<file path="config.mk">
export PLATFORM = sky130hd
export DESIGN_NAME = pt_walker
export DESIGN_NICKNAME = d
export VERILOG_FILES = /design/src/rtl/pt_walk_pkg.sv /design/src/rtl/pt_walk_split.sv /design/src/rtl/pt_walk_addr.sv /design/src/rtl/pt_walk_ctrl.sv /design/src/rtl/pt_walker.sv
export SDC_FILE = /design/constraint.sdc
export NUM_CORES = 1
export LEC_CHECK = 0
export ABC_AREA = 1
export ABC_CLOCK_PERIOD_IN_PS = 5000
export BUFFER_PORTS_ARGS = -buffer_cell sky130_fd_sc_hd__buf_2
export CORE_ASPECT_RATIO = 2
export CORE_MARGIN = 2
export CORE_UTILIZATION = 49
export DETAILED_ROUTE_END_ITERATION = 12
export GPL_TIMING_DRIVEN = 0
export PLACE_DENSITY = 0.81
export SYNTH_ARGS = -nofsm -noshare
export SYNTH_HDL_FRONTEND = slang
export SYNTH_SLANG_ARGS = --single-unit
</file>
<file path="constraint.sdc">
create_clock -name clk_i -period 5 [get_ports clk_i]
set_clock_uncertainty 0.15 [all_clocks]
set_input_delay 0.75 -clock clk_i [delete_from_list [all_inputs] [get_ports clk_i]]
set_output_delay 0.75 -clock clk_i [all_outputs]
set_load 0.05 [all_outputs]
</file>
<file path="src/rtl/pt_walk_pkg.sv">
package pt_walk_pkg;
  typedef enum logic [2:0] {
    ST_IDLE,
    ST_RD_DIR,
    ST_WT_DIR,
    ST_RD_PTE,
    ST_WT_PTE,
    ST_DONE,
    ST_FAULT
  } walk_st_e;

  localparam int unsigned ENT_VALID_BIT = 0;
endpackage

</file>
<file path="src/rtl/pt_walk_split.sv">
module pt_walk_split #(
  parameter int unsigned ADDR_W = 32,
  parameter int unsigned OFF_W  = 12,
  parameter int unsigned DIR_W  = 10,
  localparam int unsigned VPN_W = ADDR_W - OFF_W,
  localparam int unsigned TBL_W = VPN_W - DIR_W
) (
  input  logic [ADDR_W-1:0] vaddr_i,
  output logic [DIR_W-1:0]  dir_idx_o,
  output logic [TBL_W-1:0]  tbl_idx_o,
  output logic [VPN_W-1:0]  vpn_o
);
  assign vpn_o     = vaddr_i[ADDR_W-1:OFF_W];
  assign dir_idx_o = vpn_o[VPN_W-1:TBL_W];
  assign tbl_idx_o = vpn_o[TBL_W-1:0];
endmodule

</file>
<file path="src/rtl/pt_walk_addr.sv">
module pt_walk_addr #(
  parameter int unsigned ADDR_W  = 32,
  parameter int unsigned OFF_W   = 12,
  parameter int unsigned DIR_W   = 10,
  parameter int unsigned ENT_LOG = 2,
  localparam int unsigned TBL_W  = ADDR_W - OFF_W - DIR_W
) (
  input  logic              lvl_pte_i,
  input  logic [ADDR_W-1:0] root_i,
  input  logic [ADDR_W-1:0] ent_i,
  input  logic [DIR_W-1:0]  dir_idx_i,
  input  logic [TBL_W-1:0]  tbl_idx_i,
  output logic [ADDR_W-1:0] addr_o
);
  logic [ADDR_W-1:0] base, off;

  always_comb begin
    if (lvl_pte_i) begin
      base = {ent_i[ADDR_W-1:OFF_W], {OFF_W{1'b0}}};
      off  = ADDR_W'(tbl_idx_i) << ENT_LOG;
    end else begin
      base = root_i;
      off  = ADDR_W'(dir_idx_i) << ENT_LOG;
    end
    addr_o = base + off;
  end
endmodule

</file>
<file path="src/rtl/pt_walk_ctrl.sv">
module pt_walk_ctrl
  import pt_walk_pkg::*;
(
  input  logic clk_i,
  input  logic rst_ni,
  input  logic req_valid_i,
  input  logic mem_gnt_i,
  input  logic mem_rvalid_i,
  input  logic ent_valid_i,
  input  logic res_ready_i,
  output logic req_ready_o,
  output logic mem_req_o,
  output logic lvl_pte_o,
  output logic ent_load_o,
  output logic res_valid_o,
  output logic res_fault_o,
  output logic fault_lvl_o
);
  walk_st_e st_q, st_d;
  logic     lvl_q;

  always_comb begin
    st_d       = st_q;
    ent_load_o = 1'b0;
    unique case (st_q)
      ST_IDLE:   if (req_valid_i) st_d = ST_RD_DIR;
      ST_RD_DIR: if (mem_gnt_i) st_d = ST_WT_DIR;
      ST_WT_DIR: if (mem_rvalid_i) begin
        ent_load_o = 1'b1;
        st_d       = ent_valid_i ? ST_RD_PTE : ST_FAULT;
      end
      ST_RD_PTE: if (mem_gnt_i) st_d = ST_WT_PTE;
      ST_WT_PTE: if (mem_rvalid_i) begin
        ent_load_o = 1'b1;
        st_d       = ent_valid_i ? ST_DONE : ST_FAULT;
      end
      ST_DONE, ST_FAULT: if (res_ready_i) st_d = ST_IDLE;
      default:   st_d = ST_IDLE;
    endcase
  end

  always_ff @(posedge clk_i or negedge rst_ni) begin
    if (!rst_ni) begin
      st_q  <= ST_IDLE;
      lvl_q <= 1'b0;
    end else begin
      st_q <= st_d;
      if (ent_load_o) lvl_q <= (st_q == ST_WT_PTE);
    end
  end

  assign req_ready_o = (st_q == ST_IDLE);
  assign mem_req_o   = (st_q == ST_RD_DIR) || (st_q == ST_RD_PTE);
  assign lvl_pte_o   = (st_q == ST_RD_PTE) || (st_q == ST_WT_PTE);
  assign res_valid_o = (st_q == ST_DONE) || (st_q == ST_FAULT);
  assign res_fault_o = (st_q == ST_FAULT);
  assign fault_lvl_o = lvl_q;
endmodule

</file>
<file path="src/rtl/pt_walker.sv">
module pt_walker
  import pt_walk_pkg::*;
#(
  parameter int unsigned ADDR_W  = 32,
  parameter int unsigned OFF_W   = 12,
  parameter int unsigned DIR_W   = 10,
  parameter int unsigned ENT_LOG = 2,
  localparam int unsigned VPN_W  = ADDR_W - OFF_W,
  localparam int unsigned TBL_W  = VPN_W - DIR_W,
  localparam int unsigned FLG_W  = OFF_W - 1
) (
  input  logic              clk_i,
  input  logic              rst_ni,
  input  logic              req_valid_i,
  output logic              req_ready_o,
  input  logic [ADDR_W-1:0] req_vaddr_i,
  input  logic [ADDR_W-1:0] root_base_i,
  output logic              mem_req_o,
  output logic [ADDR_W-1:0] mem_addr_o,
  input  logic              mem_gnt_i,
  input  logic              mem_rvalid_i,
  input  logic [ADDR_W-1:0] mem_rdata_i,
  output logic              res_valid_o,
  input  logic              res_ready_i,
  output logic              res_fault_o,
  output logic              res_fault_lvl_o,
  output logic [VPN_W-1:0]  res_vpn_o,
  output logic [ADDR_W-1:0] res_pte_o,
  output logic [VPN_W-1:0]  res_ppn_o,
  output logic [FLG_W-1:0]  res_flags_o
);
  logic [ADDR_W-1:0] vaddr_q, root_q, ent_q;
  logic [DIR_W-1:0]  dir_idx;
  logic [TBL_W-1:0]  tbl_idx;
  logic              accept, lvl_pte, ent_load;

  assign accept = req_valid_i & req_ready_o;

  always_ff @(posedge clk_i or negedge rst_ni) begin
    if (!rst_ni) begin
      vaddr_q <= '0;
      root_q  <= '0;
      ent_q   <= '0;
    end else begin
      if (accept) begin
        vaddr_q <= req_vaddr_i;
        root_q  <= root_base_i;
      end
      if (ent_load) ent_q <= mem_rdata_i;
    end
  end

  pt_walk_split #(.ADDR_W(ADDR_W), .OFF_W(OFF_W), .DIR_W(DIR_W)) u_split (
    .vaddr_i   (vaddr_q),
    .dir_idx_o (dir_idx),
    .tbl_idx_o (tbl_idx),
    .vpn_o     (res_vpn_o)
  );

  pt_walk_addr #(.ADDR_W(ADDR_W), .OFF_W(OFF_W), .DIR_W(DIR_W), .ENT_LOG(ENT_LOG)) u_addr (
    .lvl_pte_i (lvl_pte),
    .root_i    (root_q),
    .ent_i     (ent_q),
    .dir_idx_i (dir_idx),
    .tbl_idx_i (tbl_idx),
    .addr_o    (mem_addr_o)
  );

  pt_walk_ctrl u_ctrl (
    .clk_i        (clk_i),
    .rst_ni       (rst_ni),
    .req_valid_i  (req_valid_i),
    .mem_gnt_i    (mem_gnt_i),
    .mem_rvalid_i (mem_rvalid_i),
    .ent_valid_i  (mem_rdata_i[ENT_VALID_BIT]),
    .res_ready_i  (res_ready_i),
    .req_ready_o  (req_ready_o),
    .mem_req_o    (mem_req_o),
    .lvl_pte_o    (lvl_pte),
    .ent_load_o   (ent_load),
    .res_valid_o  (res_valid_o),
    .res_fault_o  (res_fault_o),
    .fault_lvl_o  (res_fault_lvl_o)
  );

  assign res_pte_o   = ent_q;
  assign res_ppn_o   = ent_q[ADDR_W-1:OFF_W];
  assign res_flags_o = ent_q[OFF_W-1:1];
endmodule

</file>
== After elaboration in Yosys (flattened, before gate mapping) ==
Cells that the tools add are included.
Widths: inputs -> output; s select.

* Flip-flop bits (word level): 100
* Logic and storage cells: 39
* Output and inout port bits: 120

* $add $sub $neg: 1
* Equal/unequal tests: 12
* Bitwise operators: 1
* Reduce and logical (&&, ||, !) cells: 7
* Muxes and demuxes: 13

{| class="wikitable"
|+ Operator list
! operator !! count
|-
| $add 32x32->32 || 1
|-
| $mux 32 || 1
|-
| $mux 3 || 7
|-
| $pmux 3 s6 || 1
|-
| $mux 12 || 1
|-
| $ne 2x2->1 const B || 6
|-
| $eq 3x3->1 const B || 3
|-
| $eq 3x2->1 const B || 2
|-
| $reduce_and 6->1 || 1
|-
| $reduce_or 2->1 || 2
|-
| $eq 3x1->1 const B || 1
|-
| $logic_not 3->1 || 1
|-
| $logic_or 1x1->1 || 3
|-
| $mux 1 || 2
|-
| $mux 2 || 1
|-
| $and 1x1->1 || 1
|}

== Depth between registers and ports, before layout ==
* Depth after elaboration: 4
* Depth in mapped cells: 22

== Cells and area by module ==
A second synthesis with hierarchy kept.

* Cell total of the unflattened synthesis: 972
* Area, all modules: 6916.6 µm²

{| class="wikitable"
|+ By module, submodules not included
! module !! instances !! area an instance (µm²) !! cells an instance
|-
| pt_walker || 1 || 4147.7 || 443
|-
| pt_walk_addr || 1 || 2073.2 || 431
|-
| pt_walk_ctrl || 1 || 395.4 || 58
|-
| pt_walk_split || 1 || 300.3 || 40
|}

== Least setup slack after synthesis ==
OpenSTA, ideal clock, no wires.

* Kind: reg-to-output
* Start point: register u_ctrl.st_q[2]
* End point: output port mem_addr_o[16]
* Arrival: 3621 ps
* Buffers on the path: 3
* Slack: 479 ps
* Cell stages (with the launch flop): 18
* Cell sequence: dfrtp_1 -> inv_2 -> nand3_4 -> nand2_4 -> buf_6 -> buf_6 -> clkbuf_1 -> nand2_1 -> nand2_1 -> ha_1 -> inv_1 -> fa_1 -> o21ai_0 -> nand3_1 -> nand3_1 -> a21boi_0 -> nor2_1 -> xor2_1

* Cells in the longest elaborated chain, start to end: 4
* Elaborated cells on any way between the ends: 6
* Those cells by class: 1 x add/sub; 2 x eq/ne; 2 x mux; 1 x reduce/logical

{| class="wikitable"
|+ RTL lines
! item !! line !! source
|-
| start: declaration || pt_walk_ctrl.sv:19 || <nowiki>walk_st_e st_q, st_d;</nowiki>
|-
| start signal: assignment || pt_walk_ctrl.sv:47 || <nowiki>st_q <= st_d;</nowiki>
|-
| $eq 3x2->1 / $eq 3x3->1 (equally long branches) || pt_walk_ctrl.sv:54 || <nowiki>assign lvl_pte_o = (st_q == ST_RD_PTE) || (st_q == ST_WT_PTE);</nowiki>
|-
| $logic_or 1x1->1 (*) || pt_walk_ctrl.sv:54 ||
|-
| $mux 32 / $mux 12 (equally long branches) || pt_walk_addr.sv:18 || <nowiki>if (lvl_pte_i) begin</nowiki>
|-
| $add 32x32->32 (*) || pt_walk_addr.sv:25 || <nowiki>addr_o = base + off;</nowiki>
|-
| end: declaration || pt_walker.sv:19 || <nowiki>output logic [ADDR_W-1:0] mem_addr_o,</nowiki>
|}

Every way passes the cells marked *; elsewhere a longest branch is shown, timed or not.

== Final worst setup path ==
* Start point: register u_ctrl.st_q[2]
* End point: output port mem_addr_o[24]

Same word-level chain as after synthesis.

==> results by group <==
Critical path
  – Largest stage delay on the critical path: 0.46 ns
  – CP Cell Sequence: inv_2 -> nand3_4 -> nand2_4 -> buf_6 -> buf_6 -> clkbuf_4 -> nand2_1 -> nand2_1 -> ha_1 -> inv_1 -> fa_1 -> o21ai_1 -> nand3_1 -> nand3_2 -> a21boi_1 -> nor2_2 -> nand2_1 -> nand2_1 -> nand2_1 -> inv_1 -> clkbuf_4
  – CP startpoint: u_ctrl.st_q[2]$_DFFE_PN0P_
  – Startpoint Class: flop
  – Reg2Reg Depth: 9
  – CP max FO: 10
  – Crit end category: output pin
  – RR Startpoint: u_ctrl.st_q[1]$_DFFE_PN0P_
  – CP required: 4.10 ns
  – Crit path arrival time: around 3.9 ns
  – Setup CP Type: flop to output pin
  – CP max-delay cell: dfrtp_2
  – Worst path most repeated cell: nand2_1

Floorplanning
  – Core box area: between 10000 and 15000 um^2
  – Chip width: 78.5 um
  – I/O pins: 222
  – Floorplan row count: 54
  – Die Ht: 153 um
  – Initial core utilization: 0.500
  – Die area: 12000 um^2

Run status
  – Status: finished clean

Synthesis
  – Synth unique cells: 33
  – Top cell type by total area after synthesis: dfrtp_1
  – Mapped Area: 5440 um^2
  – Most area-consuming cells after synthesis: dfrtp_1, nand2_1, mux2_2, inv_1, nor2_1
  – Top-area cell type share of the netlist area: 0.405
  – YS warnings: 0
  – Seq/Total Area, Yosys: 0.405
  – Flops & latches, synth: 88
  – Avg Inst Size Synth: ~8 um^2
  – Syn_nets: approximately 790
  – Gate count after technology mapping: a little under 700

Clock network
  – H-tree lvl count: 3
  – Reg clk slew, reported paths: roughly 0.06 ns
  – Clock latency on the worst-skew pair: 0.33 ns
  – TritonCTS clock tree: built
  – TritonCTS Buffers: 9
  – Clock Tree Root: clkbuf_16
  – Setup Buffers After CTS: 0
  – # hold bufs at CTS: 0
  – Clk sinks: 88
  – Maximum clock path buffer count: 2

Global route
  – Total GRT Usage: 0.265
  – Largest net degree at the start of global routing: 48
  – Vias in the first global route: 5138
  – Initial antenna violation count: 3
  – Grt ovf: 0
  – First-pass GRT wire length: 24600 um

Timing
  – Max Freq: 210 MHz
  – Final hold vios: 0
  – Final setup fails: 0
  – Final period util: 0.954
  – RSZ-0062 raised after global routing: false
  – Min Tclk post-route: 4.77 ns
  – Slew HR: 0.627
  – Slew Limit Fails: 0
  – Worst Tran Pin Value: 0.554 ns

Drt
  – Final ANT Viol Nets: 0
  – Via-to-Cell Ratio: between 4 and 5
  – DRC: 0
  – DR vias: around 5100
  – Routed wire length per instance: 15.0 um
  – WL final: 15700 um
  – DRT Pass-1 Iters: 4
  – Detailed Route Iter0 Violations: roughly 230

Cells and area
  – Nets@finish: 1013
  – Fill cell count: ~1000
  – Area grow syn2layout: 28.4%
  – Design area: 6980 um^2
  – Fraction of layout cells with a size suffix above 1: 0.399

Placement
  – GPL Wtd Cong: 0.925
  – Placed wire-length estimate: 12800 um
  – DP Area: ~6700 um^2
  – PortBufs: 209

Job
  – Max-Cap Viols: 0

Min path
  – Hold WC Path Type: input pin to async pin
## logic make-up (layout without fill, tap and decap cells)
logic type | count (synthesis) | count (layout) | share of synthesized area
DFF | 88 | 88 | 0.405
muxes | 43 | 43 | 0.0890
buffers and inverters | 138 | 362 | 0.126
xor gates and xnor gates | 20 | 20 | 0.0322
adders and majority gates | 11 | 11 | 0.0267
AOI/OAI and AO/OA | 66 | 66 | 0.0656
and+or+nand+nor | 314 | 314 | 0.256
other | 0 | 2 | 0
## per-stage QoR
step,std cells,setup slack (ns),util,TNS [ns],hold WS [ns]
after floorplan,680,0.479,-,0,0.304
after global placement,1029,0.0462,0.612,0,0.312
after detailed placement,1030,-0.00549,0.615,-0.00549,0.326
after CTS,1044,0.0276,0.641,0,0.268
after global routing,1046,0.0147,0.642,0,0.295
final,1046,0.230,0.642,0,0.250
## per-layer routing
metal / vias up / routed length [um] / GRT usage
met1: 2367 / 5390 / 0.256
met2: 151 / 8920 / 0.514
met5: - / 0 / 0
met3: 39 / 654 / 0.0460
li1: 2552 / - / -
met4: 0 / 689 / 0.140
## path summary, 6_finish.rpt
path / to / slack [ns]
worst max-delay path: mem_addr_o[24] / 0.23
worst min-delay path: res_pte_o[0]$_DFFE_PN0P_ / 0.25
worst max register to register: res_pte_o[21]$_DFFE_PN0P_ / 2.75
worst min register to register: res_pte_o[0]$_DFFE_PN0P_ / 0.34
max in group asynchronous: vaddr_q[26]$_DFFE_PN0P_ / 3.82
min in group clk_i: res_pte_o[0]$_DFFE_PN0P_ / 0.34
## cell type report
class                   instances  area, um^2  share of cell area
well taps                     140         175              0.0251
diodes                          2        5.00            0.000717
clock inverters                 4        31.3             0.00448
flip-flops and latches         88        2200               0.316
inverters                      83         312              0.0446
plain buffers                  54         373              0.0534
repair buffers                210        1080               0.154
multi-input cells             454        2560               0.367
clock buffers                  11         243              0.0348
## registers in the layout, summed over array words and instances, names as in the netlist
name                count
u_ctrl.st_q             3
res_pte_o              32
u_ctrl.fault_lvl_o      1
vaddr_q                20
root_q                 32
## worst max-delay path, delay by kind of cell (launching register included)
kind	cells	cell delay [ns]
fa+ha+maj	2	0.60
buf+inv	7	1.04
flops	1	0.46
simple gates	10	1.10
compound gates	2	0.34
## synth_stat cells (all sizes together)
cell type / n
a21boi: 1
a21o: 1
a21oi: 45
buf: 50
clkbuf: 5
dfrtp: 88
fa: 1
ha: 10
inv: 83
mux2: 43
nand2: 161
nand3: 40
nand3b: 4
nand4: 7
nor2: 97
nor3: 2
o21ai: 16
o221ai: 1
o22ai: 2
or2: 3
xnor2: 4
xor2: 16
## what timing repair did
action / CTS / global route
pin swaps: 1 / 1
resized for setup: 6 / 5
endpoints found under the setup margin: 7 / 5
cloned: 0 / 0
## layout by cell type (no fill, tap or decap), drive strengths merged
master and instances:
nand2 161, a21o 1, nand3b 4, a21boi 1, nand3 40, o221ai 1, mux2 43, clkinv 1
o22ai 2, fa 1, nand4 7, or2 3, o21ai 16, xor2 16, inv 83, clkbuf 16
dfrtp 88, diode 2, xnor2 4, nor3 2, ha 10, a21oi 45, nor2 97, buf 259
clkinvlp 3
Power is left out: the tool's default activity adds up to more than one toggle a clock period on the data nets, which glitch-free logic cannot reach.
